==> src/rtl/pwg_pkg.sv <==
package pwg_pkg;
    typedef enum logic [1:0] {
        WORLD_NORMAL = 2'b00,
        WORLD_SECURE = 2'b01,
        WORLD_REALM  = 2'b10,
        WORLD_ROOT   = 2'b11
    } world_e;

    localparam int PAGE_SHIFT = 12;
endpackage

==> src/rtl/pwg_locate.sv <==
// Splits a physical address into its page number and table index and
// flags whether the page lies inside the covered range.
module pwg_locate #(
    parameter int ADDR_W    = 32,
    parameter int NUM_PAGES = 16,
    localparam int PN_W     = ADDR_W - pwg_pkg::PAGE_SHIFT,
    localparam int IDX_W    = (NUM_PAGES > 1) ? $clog2(NUM_PAGES) : 1
) (
    input  logic [ADDR_W-1:0] addr,
    output logic [PN_W-1:0]   page_num,
    output logic [IDX_W-1:0]  page_idx,
    output logic              in_range
);
    logic [pwg_pkg::PAGE_SHIFT-1:0] unused_offset;

    always_comb begin
        page_num      = addr[ADDR_W-1:pwg_pkg::PAGE_SHIFT];
        page_idx      = page_num[IDX_W-1:0];
        in_range      = (page_num < PN_W'(NUM_PAGES));
        unused_offset = addr[pwg_pkg::PAGE_SHIFT-1:0];
    end
endmodule

==> src/rtl/pwg_table.sv <==
// Ownership table: one 2-bit world code per covered page, reset to root,
// writable only by the root world. Reads see the entry before any update
// made in the same cycle.
module pwg_table #(
    parameter int NUM_PAGES = 16,
    parameter int PN_W      = 20,
    localparam int IDX_W    = (NUM_PAGES > 1) ? $clog2(NUM_PAGES) : 1
) (
    input  logic             clk,
    input  logic             rst_n,
    input  logic             wr_en,
    input  logic [1:0]       wr_world,
    input  logic [PN_W-1:0]  wr_page,
    input  logic [1:0]       wr_code,
    input  logic [IDX_W-1:0] rd_idx,
    output logic [1:0]       rd_code,
    output logic             wr_done,
    output logic             wr_err
);
    import pwg_pkg::*;

    typedef struct packed {
        logic [NUM_PAGES-1:0][1:0] ent;
        logic                      done;
        logic                      err;
    } tbl_t;

    tbl_t tbl_d, tbl_q;
    logic wr_ok;

    always_comb begin
        tbl_d      = tbl_q;
        wr_ok      = (world_e'(wr_world) == WORLD_ROOT) &&
                     (wr_page < PN_W'(NUM_PAGES));
        tbl_d.done = wr_en;
        tbl_d.err  = wr_en && !wr_ok;
        if (wr_en && wr_ok) begin
            tbl_d.ent[wr_page[IDX_W-1:0]] = wr_code;
        end
    end

    always_ff @(posedge clk) begin
        if (!rst_n) begin
            for (int i = 0; i < NUM_PAGES; i++) begin
                tbl_q.ent[i] <= WORLD_ROOT;
            end
            tbl_q.done <= 1'b0;
            tbl_q.err  <= 1'b0;
        end else begin
            tbl_q <= tbl_d;
        end
    end

    assign rd_code = tbl_q.ent[rd_idx];
    assign wr_done = tbl_q.done;
    assign wr_err  = tbl_q.err;
endmodule

==> src/rtl/pwg_verdict.sv <==
// Pure decision: root may reach any covered page, other worlds only the
// pages they own, nobody reaches a page outside the range.
module pwg_verdict (
    input  logic       in_range,
    input  logic [1:0] world,
    input  logic [1:0] owner,
    output logic       allow
);
    import pwg_pkg::*;

    always_comb begin
        allow = 1'b0;
        if (in_range) begin
            allow = (world_e'(world) == WORLD_ROOT) || (world == owner);
        end
    end
endmodule

==> src/rtl/page_world_guard.sv <==
module page_world_guard #(
    parameter int ADDR_W    = 32,
    parameter int NUM_PAGES = 16,
    localparam int PN_W     = ADDR_W - pwg_pkg::PAGE_SHIFT,
    localparam int IDX_W    = (NUM_PAGES > 1) ? $clog2(NUM_PAGES) : 1
) (
    input  logic              clk,
    input  logic              rst_n,
    input  logic              req_valid,
    input  logic [ADDR_W-1:0] req_addr,
    input  logic [1:0]        req_world,
    input  logic              req_write,
    input  logic              upd_valid,
    input  logic [1:0]        upd_world,
    input  logic [PN_W-1:0]   upd_page,
    input  logic [1:0]        upd_code,
    output logic              rsp_valid,
    output logic              rsp_allow,
    output logic              rsp_fault,
    output logic [PN_W-1:0]   rsp_fault_page,
    output logic              upd_done,
    output logic              upd_err
);
    typedef struct packed {
        logic            valid;
        logic            allow;
        logic            fault;
        logic [PN_W-1:0] page;
    } rsp_t;

    rsp_t             rsp_d, rsp_q;
    logic [PN_W-1:0]  req_pn;
    logic [IDX_W-1:0] req_idx;
    logic             req_in_range;
    logic [1:0]       owner_code;
    logic             grant;
    logic             unused_intent;

    // Access direction plays no part in the ownership decision.
    assign unused_intent = req_write;

    pwg_locate #(.ADDR_W(ADDR_W), .NUM_PAGES(NUM_PAGES)) u_locate (
        .addr     (req_addr),
        .page_num (req_pn),
        .page_idx (req_idx),
        .in_range (req_in_range)
    );

    pwg_table #(.NUM_PAGES(NUM_PAGES), .PN_W(PN_W)) u_table (
        .clk      (clk),
        .rst_n    (rst_n),
        .wr_en    (upd_valid),
        .wr_world (upd_world),
        .wr_page  (upd_page),
        .wr_code  (upd_code),
        .rd_idx   (req_idx),
        .rd_code  (owner_code),
        .wr_done  (upd_done),
        .wr_err   (upd_err)
    );

    pwg_verdict u_verdict (
        .in_range (req_in_range),
        .world    (req_world),
        .owner    (owner_code),
        .allow    (grant)
    );

    always_comb begin
        rsp_d       = '0;
        rsp_d.valid = req_valid;
        if (req_valid) begin
            rsp_d.allow = grant;
            rsp_d.fault = !grant;
            rsp_d.page  = grant ? '0 : req_pn;
        end
    end

    always_ff @(posedge clk) begin
        if (!rst_n) begin
            rsp_q <= '0;
        end else begin
            rsp_q <= rsp_d;
        end
    end

    assign rsp_valid      = rsp_q.valid;
    assign rsp_allow      = rsp_q.allow;
    assign rsp_fault      = rsp_q.fault;
    assign rsp_fault_page = rsp_q.page;
endmodule

==> config.mk <==
export PLATFORM = sky130hd
export DESIGN_NAME = page_world_guard
export DESIGN_NICKNAME = d
export VERILOG_FILES = /design/src/rtl/pwg_pkg.sv /design/src/rtl/pwg_locate.sv /design/src/rtl/pwg_table.sv /design/src/rtl/pwg_verdict.sv /design/src/rtl/page_world_guard.sv
export SDC_FILE = /design/constraint.sdc
export NUM_CORES = 1
export LEC_CHECK = 0
export ABC_AREA = 1
export ABC_CLOCK_PERIOD_IN_PS = 1500
export CELL_PAD_IN_SITES_DETAIL_PLACEMENT = 0
export CELL_PAD_IN_SITES_GLOBAL_PLACEMENT = 2
export CORE_AREA = 2 2 97 99
export DETAILED_ROUTE_END_ITERATION = 10
export DIE_AREA = 0 0 99 101
export DONT_BUFFER_PORTS = 1
export HOLD_SLACK_MARGIN = 0.12
export PLACE_DENSITY_LB_ADDON = 0.1
export SYNTH_ARGS = -nofsm -noshare
export SYNTH_HDL_FRONTEND = slang
export SYNTH_SLANG_ARGS = --single-unit
==> constraint.sdc <==
create_clock -name clk -period 1.5 [get_ports clk]
set_clock_uncertainty 0.1 [all_clocks]
set_input_delay 0.075 -clock clk [delete_from_list [all_inputs] [get_ports clk]]
set_output_delay 0.075 -clock clk [all_outputs]
set_load 0.005 [all_outputs]
==> reports/metrics.yaml <==
run_status: "complete, but fails checks"
violations: "negative hold slack, negative setup slack"
period_needed_ps: 1540
holdWs_ps: -101
synth_cell_types: 20
fin_tns_setup_ps: -578
gp_congestion: 0.750
synth_cells: 376
mappedNetlistNets: 439
wire_per_inst_microns: 14.4
cts_buffer_depth: 2
clk_pin_slew_ps: 70
antenna_found_initial: 0
diodes: 0
syn_to_final_growth_pct: 32.1
grt_overflow_total: 0
crit_arrival_ps: 1670
ctsHtreeMaxLevel: 3
worst-setup-path-type: "primary input to flop"
fmax_mhz: 650
route.detailed.drc: 0
syn-mean-instance-area_sq_um: 7.00
hold_path.class: "primary input to flop"
rr_worst_depth: 13
leakagePower_nw: 1.76
cts_setup_buffers: 0
slowest_delay_ps: 610
rsz0062_at_grt: "yes"
hold_buffers: 32
routed_wl_microns: 7540
fillers: 974
die_h_microns: 101
yosys_warnings: 0
start_util: 0.293
crit_chain: "inv_1, dlygate4sd3_1, nand4_1, nor4_1, buf_4, nand3_2, nand2_4, buf_12, nor2_2"
synth_area_sq_um: 2630
vias: 2500
worstHoldEndpoint: "rsp_allow"
drt_iter0_markers: 103
postRouteAntennaNets: 0
hold_depth: 4
critPathSlowestCell: "dlygate4sd3_1"
grt_pass1_vias: 2339
dpl.hpwl_microns: 4940
grt_pass1_wl_microns: 12000
grt_max_degree: 36
ys_ff_latch: 57
die_w_microns: 99
nets: 470
period_share: 1.03
p_per_area_nw_per_um2: 1000
rows: 35
finalMaxSlewViolations: 0
drt_pass1_iterations: 4
reg2reg_to: "rsp_fault_page[18]"
portBuffers: 0
core_area_sq_um: 8980
grt_usage: 0.157
io_pins: 88
register_area_sq_um: 1150
drv_cap: 0
slew_headroom: 0.452
drive_above_1_share: 0.226
multi_input_area_sq_um: 1270
reg2reg_slack_ps: -30
clockRootBuffer: "clkbuf_8"
finalHoldViolations: 1
cts.sinks: 57
tritoncts: "done"
cp-start-kind: "primary input"
crit_fanout: 8
final_util: 0.387
setup_slack_ps: -37.7
cp-end-kind: "flop"
dieArea_sq_um: 10000
cts_buffers: 9
tightest_slew_ps: 819
ir_drop_uv: 479
setup_viol: 21
yosysSeqAreaShare: 0.433
r2r_start: "u_table.tbl_q[3]"
clk_latency_ps: 340
vias_per_cell: 4.78
required_ps: 1640
min_from: "req_world[0]"
Yosys cell counts:
library cell / instances / area [sq um]
clkbuf_2: 1 / 5.00
nand4_1: 38 / 238
inv_2: 8 / 30.0
nor2_2: 19 / 119
inv_1: 45 / 169
nand3_1: 72 / 360
inv_4: 1 / 6.26
nor4_1: 1 / 6.26
nor3_1: 1 / 5.00
buf_6: 4 / 45.0
buf_2: 5 / 25.0
nand3b_1: 1 / 7.51
and2_1: 1 / 6.26
nand2_2: 1 / 6.26
nand3_2: 1 / 10.0
nand2_1: 87 / 327
nor2_1: 16 / 60.1
buf_4: 1 / 7.51
clkbuf_1: 16 / 60.1
dfxtp_1: 57 / 1140
metrics by stage:
step / cells / hold slack [ps] / total power [mW] / area [sq um] / setup slack (ps)
floorplan: 376 / 68.5 / 1.77 / 2630 / 93.4
global placement: 474 / 65.8 / 1.79 / 2760 / -31.4
detailed placement: 474 / 67.5 / 1.79 / 2760 / -47.5
CTS: 523 / -105 / 3.54 / 3420 / -36.5
global route: 523 / -95.7 / 3.66 / 3480 / -168
finish: 523 / -101 / 3.49 / 3480 / -37.7
logic make-up after synthesis:
kind of cell / count (synthesis) / synth area share
simple gates: 238 / 0.435
buf+inv: 81 / 0.132
flops: 57 / 0.433
how the worst max path moves through the flow:
stage | cells after the start | start | slack [ps] | to
finish | 9 | req_addr[24] | -40 | rsp_fault_page[18]
global route | 13 | u_table.tbl_q[22] | -170 | rsp_fault_page[18]
CTS | 9 | req_addr[30] | -40 | rsp_fault_page[19]
detailed placement | 13 | u_table.tbl_q[19] | -50 | rsp_fault_page[13]
global placement | 13 | u_table.tbl_q[19] | -30 | rsp_fault_page[13]
floorplan | 15 | req_addr[12] | 90 | rsp_fault_page[2]
flip-flops by register name (all words and copies together) (netlist names):
register         flops
rsp_valid            1
rsp_fault            1
u_table.wr_err       1
u_table.tbl_q       32
rsp_allow            1
rsp_fault_page      20
u_table.wr_done      1
layout by cell type, fill, tap and decap left out, types with 3 or more instances in the layout:
master	n
buf_12	3
buf_4	11
clkbuf_8	9
dfxtp_1	47
dfxtp_2	10
dlygate4sd3_1	31
inv_1	45
inv_2	8
nand2_1	87
nand3_1	54
nand3_2	19
nand4_1	38
nor2_1	15
nor2_2	16
nor2_4	4
worst max-delay path: cells and delay by family:
kind                   cells  cell delay (ps)
and+or+nand+nor            5              650
buffers and inverters      4              950
area by class of cell:
type | count | share of cell area
multi-input cells | 238 | 0.365
flip-flops and latches | 57 | 0.332
repair buffers | 47 | 0.141
inverters | 54 | 0.0590
well taps | 111 | 0.0399
clock buffers | 9 | 0.0356
clock inverters | 7 | 0.0273
power breakdown:
group / internal (mW) / switching, mW / leakage (nW) / total (mW)
Combinational: 0.142 / 0.198 / 1.19 / 0.340
Clock: 0.933 / 0.663 / 0.109 / 1.60
Sequential: 1.54 / 0.0125 / 0.460 / 1.55
Total: 2.62 / 0.874 / 1.76 / 3.49
metal layers:
| metal | share of wire | vias up | routed length, microns | GRT usage |
|---|---|---|---|---|
| li1 | - | 1279 | - | - |
| met1 | 0.45 | 1133 | 3370 | 0.199 |
| met2 | 0.48 | 76 | 3650 | 0.253 |
| met3 | 0.055 | 12 | 414 | 0.0485 |
| met4 | 0.013 | 0 | 97 | 0.0569 |
| met5 | 0 | - | 0 | 0 |
what timing repair did:
| action | CTS | global route |
|---|---|---|
| setup endpoints to repair | 21 | 49 |
| pin swaps | 8 | 7 |
| endpoints found under the hold margin | 57 | 1 |
| gates cloned | 1 | 0 |
| resized for setup | 26 | 12 |
Power figures use the tool's default switching activity.
